$ cat src/rtl/thermco_pkg.sv
package thermco_pkg;

    typedef enum logic [2:0] {
        ST_IDLE,
        ST_THRESH_SCAN,
        ST_ASSIGN,
        ST_BAL_WAIT,
        ST_BAL_ACT,
        ST_ISSUE
    } coord_state_e;

    typedef struct packed {
        logic start;
        logic fmax;
    } cmd_op_t;

    localparam cmd_op_t OP_STOP  = '{start: 1'b0, fmax: 1'b0};
    localparam cmd_op_t OP_START = '{start: 1'b1, fmax: 1'b1};

endpackage

$ cat src/rtl/thermco_taskq.sv
module thermco_taskq #(
    parameter int DEPTH = 8,
    parameter int W     = 4
) (
    input  logic         clk,
    input  logic         rst,
    input  logic         push,
    input  logic [W-1:0] din,
    input  logic         pop,
    output logic [W-1:0] dout,
    output logic         empty,
    output logic         full
);
    localparam int PTR_W = (DEPTH > 1) ? $clog2(DEPTH) : 1;
    localparam int CNT_W = $clog2(DEPTH + 1);

    logic [W-1:0]     mem [DEPTH];
    logic [PTR_W-1:0] wr_ptr, rd_ptr;
    logic [CNT_W-1:0] count;

    function automatic logic [PTR_W-1:0] bump(input logic [PTR_W-1:0] p);
        return (p == PTR_W'(DEPTH - 1)) ? '0 : p + 1'b1;
    endfunction

    assign empty = (count == '0);
    assign full  = (count == CNT_W'(DEPTH));
    assign dout  = mem[rd_ptr];

    always_ff @(posedge clk) begin
        if (rst) begin
            wr_ptr <= '0;
            rd_ptr <= '0;
            count  <= '0;
        end else begin
            if (push) begin
                mem[wr_ptr] <= din;
                wr_ptr      <= bump(wr_ptr);
            end
            if (pop) begin
                rd_ptr <= bump(rd_ptr);
            end
            if (push && !pop) begin
                count <= count + 1'b1;
            end else if (pop && !push) begin
                count <= count - 1'b1;
            end
        end
    end

    // a push never lands on a full queue
    assert_no_overflow_R8: assert property (@(posedge clk) disable iff (rst)
        push |-> !full);

    // only a queued task can be handed out
    assert_no_underflow_R3: assert property (@(posedge clk) disable iff (rst)
        pop |-> !empty);

endmodule

$ cat src/rtl/thermco_div.sv
module thermco_div #(
    parameter int DIVD_W = 5,
    parameter int DIVS_W = 4
) (
    input  logic              clk,
    input  logic              rst,
    input  logic              start,
    input  logic [DIVD_W-1:0] dividend,
    input  logic [DIVS_W-1:0] divisor,
    output logic              done,
    output logic [DIVD_W-1:0] quo
);
    localparam int STEP_W = $clog2(DIVD_W + 1);

    logic [DIVS_W:0]   rem;
    logic [DIVS_W:0]   shifted;
    logic [STEP_W-1:0] steps;
    logic              busy;

    assign shifted = {rem[DIVS_W-1:0], quo[DIVD_W-1]};

    always_ff @(posedge clk) begin
        if (rst) begin
            rem   <= '0;
            quo   <= '0;
            steps <= '0;
            busy  <= 1'b0;
            done  <= 1'b0;
        end else begin
            done <= 1'b0;
            if (start) begin
                rem   <= '0;
                quo   <= dividend;
                steps <= STEP_W'(DIVD_W);
                busy  <= 1'b1;
            end else if (busy) begin
                if (shifted >= {1'b0, divisor}) begin
                    rem <= shifted - {1'b0, divisor};
                    quo <= {quo[DIVD_W-2:0], 1'b1};
                end else begin
                    rem <= shifted;
                    quo <= {quo[DIVD_W-2:0], 1'b0};
                end
                steps <= steps - 1'b1;
                if (steps == STEP_W'(1)) begin
                    busy <= 1'b0;
                    done <= 1'b1;
                end
            end
        end
    end

    // the divider is never started with zero running tasks
    assert_div_nonzero_R7: assert property (@(posedge clk) disable iff (rst)
        start |-> (divisor != '0));

endmodule

$ cat src/rtl/thermco_pick.sv
module thermco_pick #(
    parameter int N_CORES = 8,
    parameter int DEV_W   = 8,
    parameter int IDX_W   = 3
) (
    input  logic [N_CORES*DEV_W-1:0] dev_flat,
    input  logic [N_CORES-1:0]       occ,
    output logic [IDX_W-1:0]         hot_idx,
    output logic                     hot_ok,
    output logic [IDX_W-1:0]         cool_idx,
    output logic                     cool_ok
);
    logic signed [DEV_W-1:0] hot_v, cool_v, dv;

    always_comb begin
        hot_idx  = '0;
        hot_ok   = 1'b0;
        hot_v    = '0;
        cool_idx = '0;
        cool_ok  = 1'b0;
        cool_v   = '0;
        dv       = '0;
        for (int i = 0; i < N_CORES; i++) begin
            dv = $signed(dev_flat[i*DEV_W +: DEV_W]);
            if (occ[i]) begin
                if (!hot_ok || dv > hot_v) begin
                    hot_ok  = 1'b1;
                    hot_v   = dv;
                    hot_idx = IDX_W'(i);
                end
            end else begin
                if (!cool_ok || dv < cool_v) begin
                    cool_ok  = 1'b1;
                    cool_v   = dv;
                    cool_idx = IDX_W'(i);
                end
            end
        end
    end

endmodule

$ cat src/rtl/thermal_migr_coord.sv
module thermal_migr_coord
    import thermco_pkg::*;
#(
    parameter int N_CORES   = 8,
    parameter int TASK_W    = 4,
    parameter int PRED_W    = 8,
    parameter int DEV_W     = 8,
    parameter int PRO_LVL   = 39,
    parameter int AVAIL_LVL = 33,
    parameter int BAL_LVL   = 3,
    localparam int IDX_W    = $clog2(N_CORES)
) (
    input  logic                      clk,
    input  logic                      rst,
    input  logic                      tick,
    input  logic [N_CORES-1:0]        core_busy,
    input  logic [N_CORES*TASK_W-1:0] core_task,
    input  logic [N_CORES*PRED_W-1:0] thr_pred,
    input  logic [N_CORES*DEV_W-1:0]  bal_dev,
    output logic                      cmd_valid,
    output logic                      cmd_start,
    output logic                      cmd_fmax,
    output logic [IDX_W-1:0]          cmd_core,
    output logic [TASK_W-1:0]         cmd_task
);
    localparam int CNT_W = $clog2(N_CORES + 1);
    localparam int DIVD  = BAL_LVL * N_CORES;
    localparam int Q_W   = (DIVD > 3) ? $clog2(DIVD + 1) : 2;
    localparam int CMP_W = ((DEV_W > Q_W) ? DEV_W : Q_W) + 1;
    localparam logic [PRED_W-1:0] PRO_V   = PRED_W'(PRO_LVL);
    localparam logic [PRED_W-1:0] AVAIL_V = PRED_W'(AVAIL_LVL);

    coord_state_e st;
    logic [IDX_W-1:0]          idx;
    logic [N_CORES*PRED_W-1:0] pat_q;
    logic [N_CORES*DEV_W-1:0]  dev_q;
    logic [N_CORES*TASK_W-1:0] task_q;
    logic [N_CORES-1:0]        occ;
    logic [CNT_W-1:0]          m_cnt, busy_ones;
    logic                      thr_hit, div_started, issue_ph;
    logic [IDX_W-1:0]          src_q, dst_q;
    cmd_op_t                   op_q;

    logic [PRED_W-1:0] cur_pat;
    logic [TASK_W-1:0] cur_task, head_task, src_task;
    logic              last_core, stop_now, assign_now, bal_go;
    logic              q_empty, q_full;
    logic              div_start, div_done;
    logic [Q_W-1:0]    dybal;
    logic [IDX_W-1:0]  hot_idx, cool_idx;
    logic              hot_ok, cool_ok;
    logic signed [CMP_W-1:0] hot_ext, trig_ext;

    always_comb begin
        busy_ones = '0;
        for (int i = 0; i < N_CORES; i++) begin
            busy_ones = busy_ones + CNT_W'(core_busy[i]);
        end
    end

    assign cur_pat    = pat_q[idx*PRED_W +: PRED_W];
    assign cur_task   = task_q[idx*TASK_W +: TASK_W];
    assign src_task   = task_q[src_q*TASK_W +: TASK_W];
    assign last_core  = (idx == IDX_W'(N_CORES - 1));
    assign stop_now   = (st == ST_THRESH_SCAN) && occ[idx] && (cur_pat >= PRO_V) && !q_full;
    assign assign_now = (st == ST_ASSIGN) && !q_empty && !occ[idx] && (cur_pat <= AVAIL_V);
    assign div_start  = (st == ST_BAL_WAIT) && !div_started && !thr_hit && q_empty
                        && (m_cnt != '0);
    assign hot_ext    = CMP_W'($signed(dev_q[hot_idx*DEV_W +: DEV_W]));
    assign trig_ext   = $signed({{(CMP_W-Q_W){1'b0}}, dybal});
    assign bal_go     = (st == ST_BAL_ACT) && hot_ok && cool_ok && (hot_ext >= trig_ext);

    assign cmd_start  = op_q.start;
    assign cmd_fmax   = op_q.fmax;

    thermco_taskq #(.DEPTH(N_CORES), .W(TASK_W)) u_queue (
        .clk   (clk),
        .rst   (rst),
        .push  (stop_now),
        .din   (cur_task),
        .pop   (assign_now),
        .dout  (head_task),
        .empty (q_empty),
        .full  (q_full)
    );

    thermco_div #(.DIVD_W(Q_W), .DIVS_W(CNT_W)) u_div (
        .clk      (clk),
        .rst      (rst),
        .start    (div_start),
        .dividend (Q_W'(DIVD)),
        .divisor  (m_cnt),
        .done     (div_done),
        .quo      (dybal)
    );

    thermco_pick #(.N_CORES(N_CORES), .DEV_W(DEV_W), .IDX_W(IDX_W)) u_pick (
        .dev_flat (dev_q),
        .occ      (occ),
        .hot_idx  (hot_idx),
        .hot_ok   (hot_ok),
        .cool_idx (cool_idx),
        .cool_ok  (cool_ok)
    );

    always_ff @(posedge clk) begin
        if (rst) begin
            st          <= ST_IDLE;
            idx         <= '0;
            pat_q       <= '0;
            dev_q       <= '0;
            task_q      <= '0;
            occ         <= '0;
            m_cnt       <= '0;
            thr_hit     <= 1'b0;
            div_started <= 1'b0;
            issue_ph    <= 1'b0;
            src_q       <= '0;
            dst_q       <= '0;
            cmd_valid   <= 1'b0;
            op_q        <= OP_STOP;
            cmd_core    <= '0;
            cmd_task    <= '0;
        end else begin
            cmd_valid <= 1'b0;
            case (st)
                ST_IDLE: begin
                    if (tick) begin
                        pat_q       <= thr_pred;
                        dev_q       <= bal_dev;
                        task_q      <= core_task;
                        occ         <= core_busy;
                        m_cnt       <= busy_ones;
                        thr_hit     <= 1'b0;
                        div_started <= 1'b0;
                        issue_ph    <= 1'b0;
                        idx         <= '0;
                        st          <= ST_THRESH_SCAN;
                    end
                end
                ST_THRESH_SCAN: begin
                    if (stop_now) begin
                        cmd_valid <= 1'b1;
                        op_q      <= OP_STOP;
                        cmd_core  <= idx;
                        cmd_task  <= cur_task;
                        occ[idx]  <= 1'b0;
                        thr_hit   <= 1'b1;
                    end
                    if (last_core) begin
                        idx <= '0;
                        st  <= ST_ASSIGN;
                    end else begin
                        idx <= idx + 1'b1;
                    end
                end
                ST_ASSIGN: begin
                    if (assign_now) begin
                        cmd_valid <= 1'b1;
                        op_q      <= OP_START;
                        cmd_core  <= idx;
                        cmd_task  <= head_task;
                        occ[idx]  <= 1'b1;
                        thr_hit   <= 1'b1;
                    end
                    if (last_core || q_empty) begin
                        idx <= '0;
                        st  <= ST_BAL_WAIT;
                    end else begin
                        idx <= idx + 1'b1;
                    end
                end
                ST_BAL_WAIT: begin
                    if (!div_started) begin
                        if (div_start) begin
                            div_started <= 1'b1;
                        end else begin
                            st <= ST_IDLE;
                        end
                    end else if (div_done) begin
                        st <= ST_BAL_ACT;
                    end
                end
                ST_BAL_ACT: begin
                    if (bal_go) begin
                        src_q    <= hot_idx;
                        dst_q    <= cool_idx;
                        issue_ph <= 1'b0;
                        st       <= ST_ISSUE;
                    end else begin
                        st <= ST_IDLE;
                    end
                end
                ST_ISSUE: begin
                    cmd_valid <= 1'b1;
                    cmd_task  <= src_task;
                    if (!issue_ph) begin
                        op_q     <= OP_STOP;
                        cmd_core <= src_q;
                        issue_ph <= 1'b1;
                    end else begin
                        op_q     <= OP_START;
                        cmd_core <= dst_q;
                        st       <= ST_IDLE;
                    end
                end
                default: st <= ST_IDLE;
            endcase
        end
    end

    // the balance decision is only reached in a quiet interval
    assert_bal_gate_R5: assert property (@(posedge clk) disable iff (rst)
        (st == ST_BAL_ACT) |-> (!thr_hit && q_empty));

    // a stop from the scan targets a core at or above the proactive level
    assert_stop_hot_R2: assert property (@(posedge clk) disable iff (rst)
        (cmd_valid && !cmd_start && $past(st) == ST_THRESH_SCAN)
        |-> (pat_q[cmd_core*PRED_W +: PRED_W] >= PRO_V));

    // the second half of a balance move is always a start
    assert_issue_pair_R6: assert property (@(posedge clk) disable iff (rst)
        (st == ST_ISSUE && issue_ph) |=> (cmd_valid && cmd_start));

    // frequency request follows the command direction
    assert_freq_follows_R9: assert property (@(posedge clk) disable iff (rst)
        cmd_valid |-> (cmd_fmax == cmd_start));

endmodule

$ cat config.mk
export PLATFORM = sky130hd
export DESIGN_NAME = thermal_migr_coord
export DESIGN_NICKNAME = d
export VERILOG_FILES = /design/src/rtl/thermco_pkg.sv /design/src/rtl/thermco_taskq.sv /design/src/rtl/thermco_div.sv /design/src/rtl/thermco_pick.sv /design/src/rtl/thermal_migr_coord.sv
export SDC_FILE = /design/constraint.sdc
export NUM_CORES = 1
export LEC_CHECK = 0
export BUFFER_PORTS_ARGS = -buffer_cell sky130_fd_sc_hd__buf_2
export CORE_MARGIN = 2
export CORE_UTILIZATION = 55
export CTS_CLUSTER_DIAMETER = 60
export DETAILED_ROUTE_END_ITERATION = 12
export PLACE_DENSITY = 0.76
export SKIP_LAST_GASP = 1
export SYNTH_ARGS = -nofsm -noshare
export SYNTH_HDL_FRONTEND = slang
export SYNTH_HIERARCHICAL = 1
export SYNTH_SLANG_ARGS = --single-unit
$ cat constraint.sdc
create_clock -name clk -period 19.95 [get_ports clk]
set_input_delay 1.995 -clock clk [delete_from_list [all_inputs] [get_ports clk]]
set_output_delay 1.995 -clock clk [all_outputs]
set_load 0.1 [all_outputs]
==> impl_metrics.json <==
{
  "status": "completed",
  "dpl.hpwl_mm": 34.4,
  "cp.arrival_ns": 18.72,
  "top_level_ports": 181,
  "cts_tree": "yes",
  "yosys_warnings": 6,
  "synth_area_leaders": "dfxtp_1, ha_1, nand2_1",
  "setup_viol": 0,
  "reg2reg_slack_ns": 1.71,
  "syn_area_mm2": 0.0162,
  "track_usage": 0.297,
  "ys_async_sr_fraction": 0,
  "crit_path_end_kind": "flop",
  "cp_common_cell": "o21a_1",
  "nets": 2349,
  "fin_skew_ns": 0.00682,
  "rsz0062_at_grt": "no",
  "viasPerCell": 6.14,
  "yosys-top-cells-count": "nand2_1, a21oi_1, dfxtp_1",
  "crit_path_max_fanout": 26,
  "slew_violations": 0,
  "finalCritPeriodShare": 0.914,
  "route.detailed.drc": 0,
  "synthCells": 1933,
  "slew_headroom": 0.203,
  "fmax_mhz": 54.8,
  "clockRootBuffer": "clkbuf_16",
  "floorplan.die.height_um": 176,
  "drive_above_1_share": 0.158,
  "wl_mm": 46.9,
  "numCtsBuffers": 28,
  "hold_viol_final": 0,
  "required_ns": 20.43,
  "cts.sinks": 255,
  "synth_top_area_cell": "dfxtp_1",
  "numPortBuffers": 180,
  "htreeDepth": 1,
  "first_pass_iters": 5,
  "tightest_slew_ns": 1.20,
  "num_vias": 15000,
  "cts_max_path_buffers": 3,
  "synth-edff-count": 32,
  "diodes": 0,
  "ys_seq_area_frac": 0.334,
  "drt_iter0_drc": 1331,
  "slowest_delay_ns": 0.84,
  "cts_resized": 0,
  "clk_latency_ns": 0.57,
  "grt_overflow_total": 0,
  "wl_per_cell_um": 19.1,
  "setup_tns_ns": 0,
  "synth_ff_type": "dfxtp_1",
  "synth_seq_cells": 255,
  "antenna_found_initial": 1,
  "design.die.area_mm2": 0.0309,
  "syn_avg_cell_area_um2": 8.40,
  "synthToLayoutAreaGrowth_pct": 12.2,
  "start_util": 0.563,
  "hold_class": "flop to flop",
  "yosysUniqueCellTypes": 103,
  "crit_type": "flop to flop",
  "yosysMostFrequentCell": "nand2_1",
  "clkTransAtPathRegs_ns": 0.06,
  "core-area_mm2": 0.0289,
  "cts_setup_buffers": 0,
  "slowest_stage": "dfxtp_1",
  "ctsHoldBuffers": 0,
  "die_w_um": 176,
  "start_kind": "flop",
  "grt_pass1_wl_mm": 73.7,
  "final_util": 0.631,
  "cap_violations": 0,
  "placementRows": 62,
  "ant_nets": 0,
  "grt_pass1_vias": 13900,
  "synth_top_area_frac": 0.275,
  "fin_crit_ns": 18.24,
  "grt_start_max_net_pins": 137,
  "routabilityCongestion": 0.938
}
## routing by layer
metal,GRT usage,wire [um],vias up
met5,0,0,-
met4,0.0885,1340,0
met3,0.0409,3670,108
met2,0.471,21100,635
met1,0.421,20800,7109
li1,-,-,7183
## worst paths after layout
path	from	end	cells after the start
max	occ[0]	issue_ph	82
max reg2reg	occ[0]	issue_ph	82
min	pat_q[43]	pat_q[43]	2
min reg2reg	pat_q[43]	pat_q[43]	2
## worst max-delay path, delay by kind of cell (launching register included)
family | cells | cell delay [ns]
AOI/OAI and AO/OA | 56 | 11.34
and+or+nand+nor | 14 | 2.40
adders and majority gates | 8 | 2.33
DFF | 1 | 0.84
muxes | 2 | 0.72
buffers and inverters | 2 | 0.48
## cell usage in the layout (no fill, tap or decap), types with 6 or more instances in the layout
master     Yosys  layout
nand3_1       32      31
nand2_1      397     397
a211o_1       12      12
clkbuf_1      88       8
and2_1        14      14
o21a_1        31      31
mux2i_1       48      48
mux4_2        35      35
buf_2         14     179
dfxtp_1      223     222
a32oi_1        8       8
o21ai_1       15      15
o221ai_1       6       6
buf_4          2      14
nand4_1       23      23
ha_1         128     128
edfxtp_1      32      32
a211oi_1      12      12
a21oi_1      238     238
nor4_1         7       6
nor3_1        16      16
mux4_1         8       8
clkinv_2       0       6
a21o_1        45      45
a31oi_1       16      16
nor2_1       139     138
clkbuf_16      0      28
o211ai_1       8       8
nand2b_1      13      13
o22ai_1       24      24
mux2_2        11      11
a311oi_1       8       8
o21ai_0       48      47
nor2b_1       17      17
or3_1          8       8
inv_1         60      60
fa_1           6       6
## layout make-up
class                      count  area (um^2)
clock buffer                  39          772
clock inverter                12          166
fill                        2518        10600
inverter                      66          250
multi-input combinational   1499        10100
sequential                   255         5430
tap                          384          480
timing repair buffer         194         1010
## sequential cells by signal (all words and copies together), names as in the netlist, 5 cells and up, named ones only
signal and cells:
task_q 32, u_queue/mem 32, u_div/quo 5, dev_q 64, pat_q 64, occ 8
## per-stage QoR
step	hold WS, ns	cells	area, um^2	setup slack, ns
2_1_floorplan	0.432	1936	16200	3.42
3_3_place_gp	0.439	2398	17300	2.60
3_5_place_dp	0.444	2398	17300	2.16
4_1_cts	0.452	2449	18200	2.07
5_1_grt	0.470	2449	18200	0.328
6_report	0.450	2449	18200	1.71
## kinds of logic after synthesis
group	after synthesis	share of synthesized area
AND/OR/NAND/NOR	707	0.193
adder cells (fa/ha/maj)	134	0.106
AO/OA/AOI/OAI	538	0.213
multiplexers	109	0.104
flip-flops	255	0.334
other	2	0.000463
buffers and inverters	182	0.0466
XOR/XNOR	6	0.00324
Power is not shown: default switching activity piles up to over one toggle a cycle in this logic, so the estimate is an artifact.
